### src/rtl/fcs_pkg.sv
package fcs_pkg;

    localparam logic [7:0] CODE_PROGRAM = 8'h40;
    localparam logic [7:0] CODE_LOCK    = 8'h77;
    localparam logic [7:0] CODE_CONFIRM = 8'hD0;
    localparam logic [7:0] CODE_CLEAR   = 8'h50;

    typedef enum logic [1:0] {
        ST_IDLE = 2'd0,
        ST_PROG = 2'd1,
        ST_LOCK = 2'd2,
        ST_BUSY = 2'd3
    } fcs_state_e;

    typedef enum logic {
        OP_PROGRAM  = 1'b0,
        OP_LOCK_CLR = 1'b1
    } fcs_op_e;

    typedef enum logic [1:0] {
        K_OTHER = 2'd0,
        K_PROG  = 2'd1,
        K_LOCK  = 2'd2,
        K_CLEAR = 2'd3
    } fcs_kind_e;

    // Decoded view of one bus write
    typedef struct packed {
        logic      take;     // strobe at an even address
        fcs_kind_e kind;     // first-cycle class of the low byte
        logic      confirm;  // low byte is the lock confirm code
        logic      at_top;   // address is the uppermost even word of its block
    } fcs_wr_t;

    function automatic fcs_kind_e classify(input logic [7:0] low);
        case (low)
            CODE_PROGRAM: return K_PROG;
            CODE_LOCK:    return K_LOCK;
            CODE_CLEAR:   return K_CLEAR;
            default:      return K_OTHER;
        endcase
    endfunction

endpackage

### src/rtl/fcs_decode.sv
module fcs_decode
    import fcs_pkg::*;
#(
    parameter int ADDR_W = 16,
    parameter int OFF_W  = 12,
    localparam int BLK_W = ADDR_W - OFF_W
) (
    input  logic              wr_en,
    input  logic [ADDR_W-1:0] wr_addr,
    input  logic [7:0]        wr_low,
    output fcs_wr_t           wi,
    output logic [BLK_W-1:0]  blk_idx
);
    localparam logic [OFF_W-1:0] TOP_OFF = {{(OFF_W-1){1'b1}}, 1'b0};

    always_comb begin
        wi.take    = wr_en && !wr_addr[0];
        wi.kind    = classify(wr_low);
        wi.confirm = (wr_low == CODE_CONFIRM);
        wi.at_top  = (wr_addr[OFF_W-1:0] == TOP_OFF);
        blk_idx    = wr_addr[ADDR_W-1:OFF_W];
    end
endmodule

### src/rtl/fcs_lock_reg.sv
module fcs_lock_reg #(
    parameter int NUM_BLK = 16,
    localparam int BLK_W  = (NUM_BLK > 1) ? $clog2(NUM_BLK) : 1
) (
    input  logic               clk,
    input  logic               rst,
    input  logic               clr_en,
    input  logic [BLK_W-1:0]   idx,
    output logic               unlocked,
    output logic [NUM_BLK-1:0] bits
);
    for (genvar b = 0; b < NUM_BLK; b++) begin : g_bit
        always_ff @(posedge clk) begin
            if (rst)
                bits[b] <= 1'b1;
            else if (clr_en && (idx == BLK_W'(b)))
                bits[b] <= 1'b0;
        end
    end

    assign unlocked = bits[idx];

    // A lock bit is only ever cleared, never set again outside reset
    assert_lock_never_sets_R5: assert property (@(posedge clk) disable iff (rst)
        1'b1 |=> ((bits & ~$past(bits)) == '0));

    // Exactly the addressed bit falls on a clear request
    assert_lock_clear_target_R5: assert property (@(posedge clk) disable iff (rst)
        clr_en |=> !bits[$past(idx)]);
endmodule

### src/rtl/fcs_ctrl.sv
module fcs_ctrl
    import fcs_pkg::*;
#(
    parameter int ADDR_W = 16
) (
    input  logic              clk,
    input  logic              rst,
    input  fcs_wr_t           wi,
    input  logic [ADDR_W-1:0] wr_addr,
    input  logic [15:0]       wr_data,
    input  logic              rewrite_en,
    input  logic              clk_stopped,
    input  logic              eng_ready,
    input  logic              blk_unlocked,
    output logic              lock_clr_en,
    output logic              eng_start,
    output logic              eng_op,
    output logic [ADDR_W-1:0] eng_addr,
    output logic [15:0]       eng_data,
    output logic              busy,
    output logic              seq_err
);
    fcs_state_e        st_q;
    logic [ADDR_W-1:0] pend_q;
    logic              second, same_addr, prog_ok, lock_ok, clear_req;

    always_comb begin
        second      = rewrite_en && wi.take;
        same_addr   = (wr_addr == pend_q);
        prog_ok     = same_addr && !clk_stopped && blk_unlocked;
        lock_ok     = same_addr && !clk_stopped && wi.at_top && wi.confirm;
        lock_clr_en = (st_q == ST_LOCK) && second && lock_ok;
        clear_req   = (st_q == ST_IDLE) && second && (wi.kind == K_CLEAR);
    end

    always_ff @(posedge clk) begin
        if (rst) begin
            st_q      <= ST_IDLE;
            pend_q    <= '0;
            eng_start <= 1'b0;
            eng_op    <= OP_PROGRAM;
            eng_addr  <= '0;
            eng_data  <= '0;
            seq_err   <= 1'b0;
        end else begin
            eng_start <= 1'b0;
            unique case (st_q)
                ST_IDLE: begin
                    if (second) begin
                        pend_q <= wr_addr;
                        case (wi.kind)
                            K_PROG:  st_q <= ST_PROG;
                            K_LOCK:  st_q <= ST_LOCK;
                            K_CLEAR: seq_err <= 1'b0;
                            default: ;
                        endcase
                    end
                end
                ST_PROG, ST_LOCK: begin
                    if (!rewrite_en) begin
                        st_q <= ST_IDLE;
                    end else if (wi.take) begin
                        if ((st_q == ST_PROG) ? prog_ok : lock_ok) begin
                            st_q      <= ST_BUSY;
                            eng_start <= 1'b1;
                            eng_op    <= (st_q == ST_PROG) ? OP_PROGRAM : OP_LOCK_CLR;
                            eng_addr  <= wr_addr;
                            eng_data  <= wr_data;
                        end else begin
                            st_q    <= ST_IDLE;
                            seq_err <= 1'b1;
                        end
                    end
                end
                ST_BUSY: begin
                    if (eng_ready) st_q <= ST_IDLE;
                end
                default: st_q <= ST_IDLE;
            endcase
        end
    end

    assign busy = (st_q == ST_BUSY);

    assert_start_one_cycle_R3: assert property (@(posedge clk) disable iff (rst)
        eng_start |=> !eng_start);

    assert_start_with_busy_R9: assert property (@(posedge clk) disable iff (rst)
        eng_start |-> busy);

    assert_busy_holds_R9: assert property (@(posedge clk) disable iff (rst)
        (busy && !eng_ready) |=> busy);

    assert_no_start_clock_stopped_R7: assert property (@(posedge clk) disable iff (rst)
        eng_start |-> !$past(clk_stopped));

    assert_odd_write_ignored_R2: assert property (@(posedge clk) disable iff (rst)
        (wr_addr[0] && rewrite_en && !eng_ready) |=> (st_q == $past(st_q)));

    assert_error_sticky_R11: assert property (@(posedge clk) disable iff (rst)
        (seq_err && !clear_req) |=> seq_err);
endmodule

### src/rtl/flash_cmd_seq.sv
module flash_cmd_seq
    import fcs_pkg::*;
#(
    parameter int ADDR_W      = 16,
    parameter int BLOCK_BYTES = 4096,
    localparam int OFF_W      = $clog2(BLOCK_BYTES),
    localparam int BLK_W      = ADDR_W - OFF_W,
    localparam int NUM_BLK    = 2 ** BLK_W
) (
    input  logic               clk,
    input  logic               rst,
    input  logic               wr_en,
    input  logic [ADDR_W-1:0]  wr_addr,
    input  logic [15:0]        wr_data,
    input  logic               rewrite_en,
    input  logic               clk_stopped,
    input  logic               eng_ready,
    output logic               eng_start,
    output logic               eng_op,
    output logic [ADDR_W-1:0]  eng_addr,
    output logic [15:0]        eng_data,
    output logic               busy,
    output logic               seq_err,
    output logic [NUM_BLK-1:0] lock_bits
);
    fcs_wr_t          wi;
    logic [BLK_W-1:0] blk_idx;
    logic             blk_unlocked;
    logic             lock_clr_en;

    fcs_decode #(.ADDR_W(ADDR_W), .OFF_W(OFF_W)) u_decode (
        .wr_en   (wr_en),
        .wr_addr (wr_addr),
        .wr_low  (wr_data[7:0]),
        .wi      (wi),
        .blk_idx (blk_idx)
    );

    fcs_lock_reg #(.NUM_BLK(NUM_BLK)) u_locks (
        .clk      (clk),
        .rst      (rst),
        .clr_en   (lock_clr_en),
        .idx      (blk_idx),
        .unlocked (blk_unlocked),
        .bits     (lock_bits)
    );

    fcs_ctrl #(.ADDR_W(ADDR_W)) u_ctrl (
        .clk          (clk),
        .rst          (rst),
        .wi           (wi),
        .wr_addr      (wr_addr),
        .wr_data      (wr_data),
        .rewrite_en   (rewrite_en),
        .clk_stopped  (clk_stopped),
        .eng_ready    (eng_ready),
        .blk_unlocked (blk_unlocked),
        .lock_clr_en  (lock_clr_en),
        .eng_start    (eng_start),
        .eng_op       (eng_op),
        .eng_addr     (eng_addr),
        .eng_data     (eng_data),
        .busy         (busy),
        .seq_err      (seq_err)
    );
endmodule

### config.mk
export PLATFORM = sky130hd
export DESIGN_NAME = flash_cmd_seq
export DESIGN_NICKNAME = d
export VERILOG_FILES = /design/src/rtl/fcs_pkg.sv /design/src/rtl/fcs_decode.sv /design/src/rtl/fcs_lock_reg.sv /design/src/rtl/fcs_ctrl.sv /design/src/rtl/flash_cmd_seq.sv
export SDC_FILE = /design/constraint.sdc
export NUM_CORES = 1
export LEC_CHECK = 0
export ABC_AREA = 1
export BUFFER_PORTS_ARGS = -buffer_cell sky130_fd_sc_hd__buf_2
export CAP_MARGIN = 15
export CORE_MARGIN = 3
export CORE_UTILIZATION = 55
export CTS_CLUSTER_DIAMETER = 60
export DETAILED_ROUTE_END_ITERATION = 10
export PLACE_DENSITY = 0.91
export SLEW_MARGIN = 25
export SYNTH_ARGS = -nofsm -noshare
export SYNTH_HDL_FRONTEND = slang
export SYNTH_SLANG_ARGS = --single-unit
export TNS_END_PERCENT = 100
### constraint.sdc
create_clock -name clk -period 3.86 [get_ports clk]
set_input_delay 1.158 -clock clk [delete_from_list [all_inputs] [get_ports clk]]
set_output_delay 1.158 -clock clk [all_outputs]
set_load 0.05 [all_outputs]
-- Word level (Yosys, flattened, before mapping)
Index checks and enable logic that the tools add are counted.
- flip-flop bits (word level): 69
- output and inout bits: 52
- bits of input ports: 38
- logic and storage cells: 116
- reduce and logical (&&, ||, !) cells: 35
- multiplexer cells: 19
- bitwise gates (word level): 3
- equal/unequal tests: 35
- order comparisons: 1
- operator list (kind ; count):
    4-bit == test, second input constant ; 8
    8-bit by 7-bit == test with 1-bit output, second input constant ; 3
    1-bit logical AND ; 24
    16-bit == test ; 1
    4-bit by 3-bit == test with 1-bit output, second input constant ; 4
    12-bit == test, second input constant ; 1
    2-bit case mux with 3 select lines ; 2
    2-bit two-way mux ; 5
    1-bit two-way mux ; 9
    2-bit == test, second input constant ; 4
    4-bit by 2-bit == test with 1-bit output, second input constant ; 2
    8-bit == test, second input constant ; 1
    2-bit inequality test, second input constant ; 4
    4-bit AND reduction ; 2
    6-bit AND reduction ; 1
    4-bit by 5-bit less-than comparator with 1-bit output, second input constant ; 1
    1-bit binary-select mux with 4-bit select ; 1
    2-bit by 1-bit == test with 1-bit output, second input constant ; 2
    4-bit by 1-bit == test with 1-bit output, second input constant ; 1
    4-bit logical NOT ; 1
    2-bit by 1-bit inequality test with 1-bit output, second input constant ; 2
    2-bit case mux with 2 select lines ; 1
    4-bit OR reduction ; 1
    3-bit by 2-bit inequality test with 1-bit output, second input constant ; 1
    other kinds (8) ; 11

-- Longest topological paths before layout
- word-level depth: 9
- gate-level depth with buffers: 16

-- Hierarchy
From an unflattened synthesis, not the netlist that was laid out.
- cells, all modules: 567
- area, all modules: 3528.4 sq um
- by module, submodules not included (module ; area an instance (sq um) ; cells each ; sequential area each (sq um) ; instances):
    fcs_ctrl ; 2641.3 ; 415 ; 1061.0 ; 1
    fcs_lock_reg ; 709.4 ; 111 ; 320.3 ; 1
    fcs_decode ; 177.7 ; 41 ; 0.0 ; 1

-- Worst setup path after synthesis
No wires, ideal clock.
- kind: input to register
- from: in wr_addr[12]
- to: reg u_ctrl.eng_addr[13]
- data required time: 3790 ps
- path slack: 1281 ps
- stages on the path: 14
- setup time: 70 ps
- data arrival time: 2509 ps
- cells stage by stage: buf_4 > buf_6 > xnor2_2 > nand3_1 > nor2_1 > inv_1 > nor2_2 > nand2_1 > nand2_2 > nand4_4 > clkinv_2 > buf_6 > nand2_1 > a21oi_1
- word-level cells in the longest chain between the ends: 6
- ends and longest elaborated chain (item ; line ; text):
    start, declared ; flash_cmd_seq.sv:13 ; input logic [ADDR_W-1:0] wr_addr,
    branches (longest 4 deep; another with 1-bit binary-select mux with 4-bit select) ; n/a ;
    1-bit two-way mux * ; fcs_ctrl.sv:63 ; if ((st_q == ST_PROG) ? prog_ok : lock_ok) begin
    4-bit AND reduction (no source line) * ; n/a ;
    end signal, assigned ; fcs_ctrl.sv:67 ; eng_addr <= wr_addr;
    end, declared ; fcs_ctrl.sv:18 ; output logic [ADDR_W-1:0] eng_addr,
Mark *: on every way between the ends. The select of a mux whose other input is x is not followed.
A chain may end at the register's enable or synchronous reset.

-- Worst setup path after layout
- from: in wr_addr[13]
- to: reg u_locks.bits[2]
- word-level cells in the longest chain between the ends: 6
- ends and longest elaborated chain (item ; line ; text):
    16-bit == test ; fcs_ctrl.sv:29 ; same_addr = (wr_addr == pend_q);
    1-bit logical AND (3 in a row) ; fcs_ctrl.sv:31 ; lock_ok = same_addr && !clk_stopped && wi.at_top && wi.confirm;
    1-bit logical AND ; fcs_ctrl.sv:32 ; lock_clr_en = (st_q == ST_LOCK) && second && lock_ok;
    1-bit logical AND * ; fcs_lock_reg.sv:16 ; else if (clr_en && (idx == BLK_W'(b)))
    end signal, assigned by index ; fcs_lock_reg.sv:15 ; bits[b] <= 1'b1;
    end signal, assigned by index ; fcs_lock_reg.sv:17 ; bits[b] <= 1'b0;
    end, declared ; fcs_lock_reg.sv:10 ; output logic [NUM_BLK-1:0] bits
Every way passes the cells marked *; elsewhere a longest branch is shown, timed or not.

==> results by stage <==
Status:
- The run finished with clean final reports.

Global routing:
- In the global route stage, overall resource usage came out at 0.253.
- Entering global routing, the biggest net connects 39 pins.
- The global-route wire length before repair is 13300 um.
- After global routing the overflow that remains totals 0.
- The via count of the first global-routing pass came to 3064.
- The number of antenna violations at the first check in global routing came to 0.

Die:
- The die outline height is 82.5 um.
- The initial utilization of the core area, before any placement, comes to 0.577.
- The row count is 27.
- Measured along the x axis, the die boundary spans 82.5 um.
- The floorplan die area is 6800 um^2.
- The core region is 5570 um^2.
- During I/O placement, the number of pins put on the boundary was 90.

Timing:
- Setup repair after global routing left no endpoint under its margin.
- The final number of setup-violating endpoints is 0.
- Measured against its own limit, the worst slew margin works out to 0.380.
- The count of pins over their slew limit was 0.
- Clock skew on the completed layout was measured at 0.00492 ns.
- Hold is met by approximately 0.45 ns.
- The highest clock rate is around 360 MHz.
- The worst path in the final design needs a cycle of 2.81 ns, including I/O delays and setup.
- The number of hold violations in the final report came to 0.
- The ratio of final minimum period to clock period is 0.728.
- The transition time at the pin with the least slew margin is 0.928 ns.
- The setup TNS is 0 ns.

Pwr:
- Across the VDD grid, the largest voltage drop is around 260 uV.
- Summed over all cells, the static leakage comes to 1.77 nW.
- The total power density per cell area is about 370 nW/um^2.

Worst setup path:
- At the worst endpoint, the required time is 4.06 ns.
- STA classifies the critical path endpoint as a register.
- Counting both buffers and inverters, the worst setup path holds a total of 3.
- The maximum fanout along the worst path is 16.
- The critical path is of the in -> reg type.
- The delay contributed by the slowest stage of the critical path is 0.43 ns.
- The cell repeated most along the worst path is nand2_1.
- The worst setup path is launched from a primary input.
- The critical path goes through buf_2, inv_1, nand2_1, nand2_1, inv_1, nand3_1, nor2_1, nand2_1, nor2_2, nand4_1, o21ai_0, nand2_1.
- For this design, the slowest cell found on the critical path is nand4_1.
- The worst endpoint data arrival time is 3.01 ns.
- The kind of cell adding the most delay to the critical path is simple AND/OR/NAND/NOR gates.

Detailed routing:
- The final layout contains routed wiring with a total length of 8230 um.
- The initial detailed-routing violation count is approximately 320.
- The vias per cell is 5.11.
- The total DRC errors in the routed layout is 0.
- The total via count in the routed design is 3284.
- The pre-antenna-repair detailed-routing pass consisted of 4 iterations.
- The count of nets left with antenna violations once routing finished came out at 0.
- The routed wire length per instance is 12.8 um.

Run:
- The total of max-cap violations is 0.

Synthesis:
- Of the total synthesized cell area, the portion taken by AND, OR, NAND and NOR gates is 0.302.
- The area of the mapped netlist is 3220 um^2.
- Yosys printed 0 warnings.
- After synthesis, the largest family of logic cells by area is simple AND/OR/NAND/NOR gates.
- The proportion of synthesized chip area in sequential cells is 0.429.
- The post-synthesis area per instance is 6.65 um^2.
- The XOR/XNOR share of the synthesized area is 0.00778.
- Of the total synthesized cell area, the portion taken by full adders, half adders and majority gates is 0.0156.
- The number of nets produced by synthesis is ~530.
- Synthesis handed over a netlist of 484 instances.
- The share of the synthesized area in compound gates (AO/OA/AOI/OAI) is 0.149.
- Synthesis inferred 69 register bits.
- The portion of netlist area occupied by mux cells is 0.
- The synthesized netlist contains 29 unique library cells.

Placed design:
- The number of placed instances, taps included, is 627.
- The post-placement cell area is 3660 um^2.
- The count of port buffers added during placement is a little under 90.
- The global placer's final weighted congestion is 0.894.
- Once detailed placement completed, the half-perimeter wirelength came to 5940 um.

Clock tree:
- For the worst-skew pair, the clock arrives at the later sink with an insertion delay of 0.35 ns.
- The number of hold buffers added after CTS is 0.
- The count of clock tree sinks is 69.
- In this run, CTS created clock tree buffers numbering 9.
- The post-cts resize count is 0.
- After clock tree synthesis, the clock-pin slew on the worst setup and hold paths is 0.07 ns.
- In this run the post-CTS setup repair buffer count came out at 0.
- The number of buffers on the longest clock path is 2.
- CTS built an H-tree with a depth of 3.
- TritonCTS built the clock tree.
- The tree is rooted in a clkbuf_8.

Hold path:
- The worst hold path belongs to the class reg -> reg.

Final layout:
- The final non-filler cell total is 643.
- The repair_antennas step left the layout with diodes totalling 0.
- The share of cells above drive strength 1 is 0.198.
- Fill cells in the final layout number 496.
- In the final layout, the multi-input gates occupy 1520 um^2.
- The growth of design area from synthesis to finish is 19.6%.
- In the final layout, flip-flops and latches occupy 1380 um^2.
- Summing all non-filler instances in the final layout gives an area of 3850 um^2.
- In the final design database the tool counted 608 nets.
-- cell usage in the layout (no fill, tap or decap), types with 3 or more instances in the layout --
cell,count
nor3_1,3
nand2_1,181
buf_2,89
inv_1,50
clkbuf_8,10
o21ai_0,33
clkinv_2,3
nor2_1,38
ha_1,4
nand3_1,10
nand4_1,5
dfxtp_1,69
o21ai_1,3
a21oi_1,52
-- stage by stage --
stage	total power, W	utilization	worst slack (ns)
6_report	0.00141	0.690	1.05
5_1_grt	0.00147	0.690	0.745
3_3_place_gp	0.000842	0.656	0.802
3_5_place_dp	0.000846	0.656	0.710
4_1_cts	0.00142	0.690	1.05
2_1_floorplan	0.000802	-	1.28
-- sequential cells by signal, summed over array words and instances, names as in the netlist --
| signal | count |
|---|---|
| u_ctrl.seq_err | 1 |
| u_ctrl.st_q | 2 |
| u_ctrl.eng_op | 1 |
| u_ctrl.eng_start | 1 |
| u_ctrl.pend_q | 16 |
| u_locks.bits | 16 |
| u_ctrl.eng_addr | 16 |
| u_ctrl.eng_data | 16 |
-- routing by layer --
| layer | track usage | wire length (um) | share of wire |
|---|---|---|---|
| met3 | 0.0857 | 598 | 0.073 |
| met4 | 0.106 | 112 | 0.014 |
| met1 | 0.304 | 3460 | 0.42 |
| met2 | 0.411 | 4060 | 0.49 |
| met5 | 0 | 0 | 0 |
-- cells in the mapped netlist --
master,n,share of area
a211oi_1,1,0.0023
a21oi_1,52,0.081
a41oi_1,1,0.0027
and2_1,1,0.0019
buf_2,3,0.0047
buf_4,1,0.0023
buf_6,4,0.014
clkbuf_1,12,0.014
clkinv_2,1,0.0016
dfxtp_1,69,0.43
ha_1,4,0.016
inv_1,50,0.058
inv_2,2,0.0023
nand2_1,181,0.21
nand2_2,1,0.0019
nand3_1,10,0.016
nand4_1,5,0.0097
nand4_4,1,0.0066
nor2_1,38,0.044
nor2_2,1,0.0019
nor3_1,3,0.0047
nor4_1,1,0.0019
o21ai_0,33,0.051
o21ai_1,3,0.0047
o22ai_1,1,0.0019
o31ai_1,2,0.0047
or2_2,1,0.0019
xnor2_1,1,0.0027
xnor2_2,1,0.0051
-- logic make-up after synthesis --
kind of cell / count (synthesis)
fa+ha+maj: 4
buf+inv: 73
flops: 69
compound gates: 93
simple gates: 243
xor+xnor: 2
-- path summary, 6_finish.rpt --
kind / from / end / slack, ns / depth (start not counted)
worst max-delay path: wr_addr[13] / u_locks.bits[2] / 1.05 / 12
worst min-delay path: u_ctrl.eng_addr[0] / u_ctrl.eng_addr[0] / 0.45 / 2
worst max register to register: u_ctrl.pend_q[10] / u_locks.bits[2] / 1.80 / 11
worst min register to register: u_ctrl.eng_addr[0] / u_ctrl.eng_addr[0] / 0.45 / 2
-- where the power goes --
| group | switching [W] | total, W | internal (W) |
|---|---|---|---|
| logic | 0.0000734 | 0.000109 | 0.0000351 |
| clock network | 0.000261 | 0.000575 | 0.000314 |
| registers | 0.00000406 | 0.000724 | 0.000720 |
| total | 0.000339 | 0.00141 | 0.00107 |
-- worst reg2reg max path, stage by stage, from the launching register on --
cell     delay (ns)
dfxtp_1        0.34
inv_1          0.06
nand2_1        0.05
nand2_1        0.05
nor2_1         0.09
nand2_1        0.06
nor2_1         0.17
nand2_1        0.10
nor2_2         0.11
nand4_1        0.43
o21ai_0        0.37
nand2_1        0.09
-- final cells by class --
| type | count | share of cell area |
|---|---|---|
| clock buffers | 12 | 0.0377 |
| clock inverters | 4 | 0.0124 |
| inverters | 53 | 0.0520 |
| multi-input cells | 342 | 0.396 |
| flip-flops and latches | 69 | 0.359 |
| well taps | 72 | 0.0234 |
| repair buffers | 91 | 0.120 |
Power figures use the tool's default switching activity.
